## config.mk

```make
export PLATFORM = sky130hd
export DESIGN_NAME = i2c_chan_switch
export DESIGN_NICKNAME = d
export VERILOG_FILES = /design/src/rtl/chsw_pkg.sv /design/src/rtl/chsw_line_filter.sv /design/src/rtl/chsw_proto_fsm.sv /design/src/rtl/i2c_chan_switch.sv
export SDC_FILE = /design/constraint.sdc
export NUM_CORES = 1
export LEC_CHECK = 0
export ABC_AREA = 1
export BUFFER_PORTS_ARGS = -buffer_cell sky130_fd_sc_hd__buf_2
export CORE_ASPECT_RATIO = 2
export CORE_UTILIZATION = 49
export CTS_BUF_LIST = sky130_fd_sc_hd__clkbuf_16
export DETAILED_ROUTE_END_ITERATION = 8
export MAX_ROUTING_LAYER = met4
export PLACE_DENSITY = 0.78
export SETUP_SLACK_MARGIN = 0.2
export SKIP_LAST_GASP = 1
export SYNTH_ARGS = -nofsm -noshare
export SYNTH_HDL_FRONTEND = slang
export SYNTH_SLANG_ARGS = --single-unit
```

## constraint.sdc

```tcl
create_clock -name clk -period 1.7 [get_ports clk]
set_clock_uncertainty 0.15 [all_clocks]
set_input_delay 0.17 -clock clk [delete_from_list [all_inputs] [get_ports clk]]
set_output_delay 0.17 -clock clk [all_outputs]
set_load 0.02 [all_outputs]
```

## src/rtl/chsw_pkg.sv

```systemverilog
package chsw_pkg;
    localparam int BYTE_W = 8;
    localparam logic [3:0] ADDR_FIXED = 4'b1110;

    typedef enum logic [2:0] {
        ST_IDLE,
        ST_ADDR,
        ST_ADDR_ACK,
        ST_WR_DATA,
        ST_WR_ACK,
        ST_RD_DATA,
        ST_RD_ACK,
        ST_IGNORE
    } chsw_state_t;
endpackage

```

## src/rtl/chsw_line_filter.sv

```systemverilog
module chsw_line_filter #(
    parameter int   FILT_CYCLES = 13,
    parameter logic IDLE_VAL    = 1'b1
) (
    input  logic clk,
    input  logic rst_n,
    input  logic din,
    output logic dout
);
    localparam int CW = $clog2(FILT_CYCLES + 1);
    localparam logic [CW-1:0] CNT_LIM = CW'(FILT_CYCLES - 1);

    logic [1:0]    sync_q;
    logic [CW-1:0] cnt_q;

    always_ff @(posedge clk or negedge rst_n) begin
        if (!rst_n) begin
            sync_q <= {2{IDLE_VAL}};
            cnt_q  <= '0;
            dout   <= IDLE_VAL;
        end else begin
            sync_q <= {sync_q[0], din};
            if (sync_q[1] == dout) begin
                cnt_q <= '0;
            end else if (cnt_q == CNT_LIM) begin
                cnt_q <= '0;
                dout  <= sync_q[1];
            end else begin
                cnt_q <= cnt_q + 1'b1;
            end
        end
    end

    assert_filt_follows_input_R9: assert property (@(posedge clk) disable iff (!rst_n)
        !$stable(dout) |-> ($past(sync_q[1]) == dout));

    assert_filt_count_bound_R9: assert property (@(posedge clk) disable iff (!rst_n)
        cnt_q <= CNT_LIM);
endmodule

```

## src/rtl/chsw_proto_fsm.sv

```systemverilog
module chsw_proto_fsm
    import chsw_pkg::*;
(
    input  logic              clk,
    input  logic              rst_n,
    input  logic              scl_f,
    input  logic              sda_f,
    input  logic [2:0]        addr_pins,
    output logic              sda_oe,
    output logic [BYTE_W-1:0] chan_en
);
    chsw_state_t       state, state_nxt;
    logic              scl_q, sda_q;
    logic [3:0]        bitcnt;
    logic [BYTE_W-1:0] shreg;
    logic [BYTE_W-1:0] ctrl_reg;
    logic              rw_q;

    wire scl_rise  = scl_f & ~scl_q;
    wire scl_fall  = ~scl_f & scl_q;
    wire start_evt = scl_f & scl_q & sda_q & ~sda_f;
    wire stop_evt  = scl_f & scl_q & ~sda_q & sda_f;
    wire byte_done = (bitcnt == 4'd8);
    wire addr_hit  = (shreg[7:1] == {ADDR_FIXED, addr_pins});

    // next-state logic
    always_comb begin
        state_nxt = state;
        if (stop_evt) begin
            state_nxt = ST_IDLE;
        end else if (start_evt) begin
            state_nxt = ST_ADDR;
        end else begin
            unique case (state)
                ST_IDLE:     state_nxt = ST_IDLE;
                ST_ADDR:     if (scl_fall && byte_done)
                                 state_nxt = addr_hit ? ST_ADDR_ACK : ST_IGNORE;
                ST_ADDR_ACK: if (scl_fall)
                                 state_nxt = rw_q ? ST_RD_DATA : ST_WR_DATA;
                ST_WR_DATA:  if (scl_fall && byte_done) state_nxt = ST_WR_ACK;
                ST_WR_ACK:   if (scl_fall) state_nxt = ST_WR_DATA;
                ST_RD_DATA:  if (scl_fall && byte_done) state_nxt = ST_RD_ACK;
                ST_RD_ACK:   if (scl_rise && sda_f) state_nxt = ST_IGNORE;
                             else if (scl_fall) state_nxt = ST_RD_DATA;
                ST_IGNORE:   state_nxt = ST_IGNORE;
                default:     state_nxt = ST_IDLE;
            endcase
        end
    end

    // state register
    always_ff @(posedge clk or negedge rst_n) begin
        if (!rst_n) state <= ST_IDLE;
        else        state <= state_nxt;
    end

    // datapath and outputs
    always_ff @(posedge clk or negedge rst_n) begin
        if (!rst_n) begin
            scl_q    <= 1'b1;
            sda_q    <= 1'b1;
            bitcnt   <= '0;
            shreg    <= '0;
            ctrl_reg <= '0;
            chan_en  <= '0;
            rw_q     <= 1'b0;
            sda_oe   <= 1'b0;
        end else begin
            scl_q <= scl_f;
            sda_q <= sda_f;
            if (stop_evt) begin
                chan_en <= ctrl_reg;
                sda_oe  <= 1'b0;
                bitcnt  <= '0;
            end else if (start_evt) begin
                sda_oe <= 1'b0;
                bitcnt <= '0;
            end else if (scl_rise) begin
                unique case (state)
                    ST_ADDR, ST_WR_DATA: begin
                        shreg  <= {shreg[6:0], sda_f};
                        bitcnt <= bitcnt + 1'b1;
                    end
                    ST_RD_DATA: bitcnt <= bitcnt + 1'b1;
                    default: ;
                endcase
            end else if (scl_fall) begin
                unique case (state)
                    ST_ADDR: if (byte_done && addr_hit) begin
                        sda_oe <= 1'b1;
                        rw_q   <= shreg[0];
                    end
                    ST_ADDR_ACK: begin
                        bitcnt <= '0;
                        if (rw_q) begin
                            shreg  <= ctrl_reg;
                            sda_oe <= ~ctrl_reg[7];
                        end else begin
                            sda_oe <= 1'b0;
                        end
                    end
                    ST_WR_DATA: if (byte_done) begin
                        ctrl_reg <= shreg;
                        sda_oe   <= 1'b1;
                    end
                    ST_WR_ACK: begin
                        sda_oe <= 1'b0;
                        bitcnt <= '0;
                    end
                    ST_RD_DATA: begin
                        if (byte_done) begin
                            sda_oe <= 1'b0;
                        end else begin
                            shreg  <= {shreg[6:0], 1'b0};
                            sda_oe <= ~shreg[6];
                        end
                    end
                    ST_RD_ACK: begin
                        shreg  <= ctrl_reg;
                        sda_oe <= ~ctrl_reg[7];
                        bitcnt <= '0;
                    end
                    default: ;
                endcase
            end
        end
    end

    assert_en_only_at_stop_R4: assert property (@(posedge clk) disable iff (!rst_n)
        !$stable(chan_en) |-> $past(stop_evt));

    assert_sda_moves_scl_low_R7: assert property (@(posedge clk) disable iff (!rst_n)
        !$stable(sda_oe) |-> !scl_f);

    assert_reg_write_in_wr_R3: assert property (@(posedge clk) disable iff (!rst_n)
        !$stable(ctrl_reg) |-> ($past(state) == ST_WR_DATA));

    assert_silent_when_ignoring_R2: assert property (@(posedge clk) disable iff (!rst_n)
        (state == ST_IGNORE) |=> !sda_oe);
endmodule

```

## src/rtl/i2c_chan_switch.sv

```systemverilog
module i2c_chan_switch #(
    parameter int FILT_CYCLES = 13
) (
    input  logic       clk,
    input  logic       rst_n,
    input  logic       scl_in,
    input  logic       sda_in,
    input  logic [2:0] addr_pins,
    output logic       sda_oe,
    output logic [7:0] chan_en
);
    logic [1:0] raw_lines;
    logic [1:0] filt_lines;

    assign raw_lines = {sda_in, scl_in};

    for (genvar g = 0; g < 2; g++) begin : g_line
        chsw_line_filter #(
            .FILT_CYCLES(FILT_CYCLES),
            .IDLE_VAL   (1'b1)
        ) u_filt (
            .clk  (clk),
            .rst_n(rst_n),
            .din  (raw_lines[g]),
            .dout (filt_lines[g])
        );
    end

    chsw_proto_fsm u_fsm (
        .clk      (clk),
        .rst_n    (rst_n),
        .scl_f    (filt_lines[0]),
        .sda_f    (filt_lines[1]),
        .addr_pins(addr_pins),
        .sda_oe   (sda_oe),
        .chan_en  (chan_en)
    );
endmodule

```

==> results of run 1 <==
==> cell usage in the layout, fill, tap and decap left out, drive strengths merged <==
master,instances
a21oi,9
nand2,86
inv,50
dlygate4sd3,3
nand4,4
dfrtp,41
xnor2,4
buf,44
nand3,23
nor3,6
xor2,3
clkbuf,5
dfstp,8
ha,9
or2,1
clkinv,2
nor2,31
o21ai,36
==> power breakdown <==
part	internal (mW)	total, mW	leakage, nW	switching (mW)
registers	1.24	1.36	0.636	0.113
logic	0.471	1.14	0.895	0.674
clock network	0.549	1.00	0.0718	0.453
==> path summary, 6_finish.rpt <==
kind                                                       from                                   end  slack, ns  cells after the start
max reg2reg                   g_line[0].u_filt.dout$_DFFE_PN1P_            u_fsm.shreg[3]$_DFFE_PN0P_      -0.07                      8
max in group asynchronous                                 rst_n                 u_fsm.sda_q$_DFF_PN1_       0.88                      3
max                           g_line[0].u_filt.dout$_DFFE_PN1P_            u_fsm.shreg[3]$_DFFE_PN0P_      -0.07                      8
min reg2reg                g_line[1].u_filt.sync_q[0]$_DFF_PN1_  g_line[1].u_filt.sync_q[1]$_DFF_PN1_       0.21                      0
min in group asynchronous                                 rst_n   g_line[1].u_filt.cnt_q[0]$_DFF_PN0_       0.23                      3
min                        g_line[1].u_filt.sync_q[0]$_DFF_PN1_  g_line[1].u_filt.sync_q[1]$_DFF_PN1_       0.21                      0
==> repair_timing <==
item	CTS	global route
hold endpoints to repair	51	0
hold buffers	3	0
pin swaps	17	3
gates resized for setup	24	14
setup buffers	3	3
endpoints found under the setup margin	33	33
cloned	0	1
==> cell type report <==
type | count | share of cell area
Timing Repair Buffer | 47 | 0.1140
Clock buffer | 5 | 0.03715
Multi-Input combinational cell | 212 | 0.3941
Clock inverter | 3 | 0.006315
Sequential cell | 49 | 0.3678
Tap cell | 58 | 0.02155
Inverter | 49 | 0.05906
==> metrics by stage <==
stage	setup TNS, ns	area (sq um)	util
floorplan	0	2720	-
global placement	-0.1496	2995	0.5829
detailed placement	-0.6552	2995	0.5829
CTS	-0.06992	3281	0.6384
global route	-1.976	3368	0.6555
finish	-0.6332	3368	0.6555
==> kinds of logic (layout without fill, tap and decap cells) <==
group | count (synthesis) | count (layout) | synth area share
flops | 49 | 49 | 0.4739
buf+inv | 57 | 104 | 0.09592
fa+ha+maj | 9 | 9 | 0.04317
xor+xnor | 7 | 7 | 0.02350
simple gates | 150 | 151 | 0.2643
compound gates | 45 | 45 | 0.09928
==> per-layer routing <==
layer / global-route usage / vias up / wire length, um
met5: - / - / 0
met3: 0.05240 / 15 / 189
met2: 0.3964 / 44 / 3183
met1: 0.2538 / 1029 / 2220
met4: 0.1128 / 0 / 184
li1: - / 1086 / -
==> critical path, stage by stage (launching register included) <==
cell     delay [ns]
dfstp_2        0.57
buf_6          0.11
ha_4           0.19
inv_8          0.06
nand2_8        0.08
nor2_4         0.04
nor2_4         0.21
nand2_4        0.15
o21ai_2        0.15
==> results.sh, run 1 <==
export IMPL_outcome="complete, but fails checks"
export IMPL_violations="setup timing"
export IMPL_place_inst=405
export IMPL_setup_violations=14
export IMPL_drt_pre_antenna_iters=4
export IMPL_hold_viol=0
export IMPL_dieArea_sq_um=5638
export IMPL_ys_seq_area_frac=0.4739
export IMPL_yosys_cell_types_count=30
export IMPL_syn_nets=333
export IMPL_pre_cts_slack_ns=-0.08575
export IMPL_synth_area_sq_um=2609
export IMPL_grt_overflow_total=0
export IMPL_num_rows=37
export IMPL_syn_avg_cell_area_sq_um=8.230
export IMPL_cts_tree="yes"
export IMPL_yosysTopAreaCell="dfrtp_1"
export IMPL_post_route_min_period_ns=1.770
export IMPL_clk_latency_ns=0.30
export IMPL_die_h_um=105.2
export IMPL_tightest_slew_ns=0.3395
export IMPL_rsz0062_at_grt="true"
export IMPL_post_route_period_util=1.041
export IMPL_fillers=406
export IMPL_synth_cells=317
export IMPL_path_class="register to register"
export IMPL_critical_path_max_fanout=7
export IMPL_p_leak_nw=1.603
export IMPL_dp_hpwl_mm=3.905
export IMPL_hold_class="register to register"
export IMPL_cap_viol_max_count=0
export IMPL_critPathLaunchType="register"
export IMPL_final_cells=423
export IMPL_grt_use_total=0.2380
export IMPL_synth_edff_count=0
export IMPL_antenna_left=0
export IMPL_clock_sinks=49
export IMPL_fin_nets=380
export IMPL_port_buffers=15
export IMPL_grt_start_max_net_pins=50
export IMPL_timing_fmax_mhz=564.9
export IMPL_seqCellArea_sq_um=1239
export IMPL_grt_pass1_vias=2120
export IMPL_power_density_nw_per_um2=1040
export IMPL_start_util=0.5077
export IMPL_hold_ws_ns=0.2067
export IMPL_peakVddDrop_mv=0.9037
export IMPL_yosysMostFrequentCell="nand2_1"
export IMPL_grt_pass1_wl_mm=9.411
export IMPL_antenna_found_initial=0
export IMPL_coreArea_sq_um=5139
export IMPL_final_layout_size_suffix_gt1_frac=0.3205
export IMPL_multiInputGateArea_sq_um=1328
export IMPL_synth_common_cells="nand2_1, inv_1, dfrtp_1"
export IMPL_vias=2174
export IMPL_syn2layout_area_growth_pct=29.11
export IMPL_maxSlewHeadroom=0.7719
export IMPL_gp_congestion=0.9253
export IMPL_slew_viol_final=0
export IMPL_cp_required_ns=1.78
export IMPL_drc=0
export IMPL_io_pins=16
export IMPL_synth_main_ff_cell="dfrtp_1"
export IMPL_synthArstFlopShare=1.000
export IMPL_cts_max_path_buffers=2
export IMPL_viasPerCell=5.139
export IMPL_setup_slack_ns=-0.07014
export IMPL_wl_per_cell_um=13.66
export IMPL_cts_buffers=5
export IMPL_n_antenna_cell=0
export IMPL_end_kind="register"
export IMPL_wl_mm=5.778
export IMPL_yosysTopAreaCellShare=0.3933
export IMPL_path_clk_slew_ns=0.07
export IMPL_root_buffer="clkbuf_16"
export IMPL_power_total_mw=3.503
export IMPL_synth_area_leaders="dfrtp_1, nand2_1, dfstp_2"
export IMPL_drtIter0Drc=55
export IMPL_die_w_um=53.60
export IMPL_cts_max_level=2
export IMPL_arrival_ns=1.85
export IMPL_ys_warn_count=0
export IMPL_ys_ff_latch=49
(Power assumes the default switching activity.)
==> inputs of run 2 (changes only) <==
- ABC_AREA: 1 -> 0
==> results.sh, run 2 <==
export IMPL_outcome="complete, but fails checks"
export IMPL_violations="setup timing"
export IMPL_yosysTopAreaCellShare=0.4096
export IMPL_synth_area_leaders="dfrtp_1, mux2_2, dfstp_2"
export IMPL_cts_max_level=2
export IMPL_post_route_period_util=1.191
export IMPL_ys_warn_count=0
export IMPL_layout_cells_most_common_list="buf_4, dfrtp_1, mux2_2"
export IMPL_yosysMostFrequentCell="dfrtp_1"
export IMPL_synthArstFlopShare=1.000
export IMPL_fin_nets=305
export IMPL_n_antenna_cell=0
export IMPL_root_buffer="clkbuf_16"
export IMPL_timing_fmax_mhz=493.9
export IMPL_ys_seq_area_frac=0.4935
export IMPL_final_layout_size_suffix_gt1_frac=0.5103
export IMPL_drtIter0Drc=61
export IMPL_die_h_um=103.1
export IMPL_final_cells=347
export IMPL_p_leak_nw=1.648
export IMPL_path_class="register to register"
export IMPL_synth_cells=216
export IMPL_hold_ws_ns=0.2075
export IMPL_peakVddDrop_mv=1.047
export IMPL_slew_viol_final=0
export IMPL_clock_sinks=49
export IMPL_grt_pass1_wl_mm=10.29
export IMPL_grt_overflow_total=0
export IMPL_post_route_min_period_ns=2.025
export IMPL_grt_pass1_vias=2158
export IMPL_final_setup_tns_ns=-5.824
export IMPL_synth_area_sq_um=2505
export IMPL_synth_edff_count=0
export IMPL_postLayoutCoreUtil=0.7136
export IMPL_pre_cts_slack_ns=-0.3135
export IMPL_dieArea_sq_um=5419
export IMPL_path_clk_slew_ns=0.06
export IMPL_clk_latency_ns=0.30
export IMPL_final_common_cell="buf_4"
export IMPL_drt_pre_antenna_iters=4
export IMPL_slowest_stage="dfrtp_1"
export IMPL_start_util=0.5102
export IMPL_tightest_slew_ns=0.4631
export IMPL_crit_path_max_incr_delay_ns=0.63
export IMPL_end_kind="register"
export IMPL_vias=2041
export IMPL_port_buffers=15
export IMPL_antenna_found_initial=0
export IMPL_synth_common_cells="dfrtp_1, mux2_2, a21oi_1"
export IMPL_critical_path_max_fanout=8
export IMPL_cts_max_path_buffers=2
export IMPL_cp_required_ns=1.73
export IMPL_wl_mm=6.835
export IMPL_dp_hpwl_mm=4.084
export IMPL_critPathLaunchType="register"
export IMPL_gp_congestion=0.8717
export IMPL_hold_viol=0
export IMPL_wl_per_cell_um=19.70
export IMPL_die_w_um=52.56
export IMPL_num_rows=36
export IMPL_viasPerCell=5.882
export IMPL_hold_class="register to register"
export IMPL_cts_tree="yes"
export IMPL_antenna_left=0
export IMPL_path_cells="buf_4 > and4bb_2 > nand2_1 > nor4_2 > mux2_1"
export IMPL_yosys_cell_types_count=47
export IMPL_syn2layout_area_growth_pct=39.86
export IMPL_syn_avg_cell_area_sq_um=11.60
export IMPL_coreArea_sq_um=4910
export IMPL_synth_main_ff_cell="dfrtp_1"
export IMPL_grt_use_total=0.2792
export IMPL_arrival_ns=2.05
export IMPL_setup_slack_ns=-0.3246
export IMPL_power_density_nw_per_um2=745.0
export IMPL_ys_ff_latch=49
export IMPL_setup_violations=22
export IMPL_io_pins=16
export IMPL_grt_start_max_net_pins=50
export IMPL_place_inst=325
export IMPL_rsz0062_at_grt="true"
export IMPL_cap_viol_max_count=0
export IMPL_syn_nets=232
export IMPL_cts_buffers=5
export IMPL_drc=0
export IMPL_maxSlewHeadroom=0.6913
export IMPL_yosysTopAreaCell="dfrtp_1"
run 2: changes by cell type after synthesis, sizes merged, moves of 4 or more:
cell,change
a21oi,+8
inv,-34
mux2,+33
mux2i,+4
nand2,-81
nand3,-17
nor2,-24
nor2b,+6
nor3,-6
o21ai,-26
run 2: worst max-delay path: cells and delay by family (launching register included):
kind                   cells  cell delay [ns]
multiplexers               1             0.36
AND/OR/NAND/NOR            3             0.51
buffers and inverters      1             0.25
flip-flops                 1             0.63
run 2: through the flow:
stage                     total power [mW]  instance area [sq um]
final                                2.610                   3503
after global routing                 2.685                   3503
after CTS                            2.586                   3385
after detailed placement             1.429                   3015
after global placement               1.424                   3015
after floorplan                      1.341                   2560
run 2: per-layer routing:
metal	wire length, um	GRT usage	part of all wire
met1	2333	0.2608	0.34
met2	4067	0.5024	0.60
met3	143	0.04572	0.021
met4	291	0.1741	0.043
met5	0	-	0
run 2: what timing repair did:
action	4_1_cts	5_1_grt
hold buffers	3	0
endpoints found under the setup margin	33	33
cloned	0	0
pin swaps	9	6
setup buffers	8	3
endpoints found under the hold margin	51	0
gates resized for setup	29	19
run 2: worst paths after layout:
kind	from	endpoint	slack, ns	cells past startpoint
worst max-delay path	u_fsm.state[0]$_DFFE_PN0P_	u_fsm.rw_q$_DFFE_PN0P_	-0.32	5
worst min-delay path	g_line[1].u_filt.sync_q[0]$_DFF_PN1_	g_line[1].u_filt.sync_q[1]$_DFF_PN1_	0.21	0
worst max register to register	u_fsm.state[0]$_DFFE_PN0P_	u_fsm.rw_q$_DFFE_PN0P_	-0.32	5
worst min register to register	g_line[1].u_filt.sync_q[0]$_DFF_PN1_	g_line[1].u_filt.sync_q[1]$_DFF_PN1_	0.21	0
max in group asynchronous	rst_n	g_line[1].u_filt.sync_q[0]$_DFF_PN1_	0.87	3
min in group asynchronous	rst_n	u_fsm.chan_en[6]$_DFFE_PN0N_	0.22	3
run 2: final cells by class:
| class | count | area [sq um] |
|---|---|---|
| tap | 57 | 71.32 |
| inverter | 15 | 56.30 |
| clock buffer | 5 | 125.1 |
| clock inverter | 3 | 42.54 |
| multi-input combinational | 144 | 1379 |
| fill | 290 | 1406 |
| sequential | 49 | 1236 |
| timing repair buffer | 74 | 593.1 |
run 2: logic make-up (layout without fill, tap and decap cells):
logic type               Yosys count  count (layout)  share of synthesized area
multiplexers                      37              37                     0.1748
AND/OR/NAND/NOR                   49              49                     0.1214
flip-flops                        49              49                     0.4935
adder cells (fa/ha/maj)            9               9                    0.04496
XOR/XNOR                           6               6                    0.02098
buffers and inverters             23              97                    0.03796
AO/OA/AOI/OAI                     43              43                     0.1064
run 2: power breakdown:
part	total, mW	internal (mW)	switching (mW)
logic	0.258	0.124	0.134
registers	1.21	1.19	0.0213
clock network	1.14	0.692	0.448
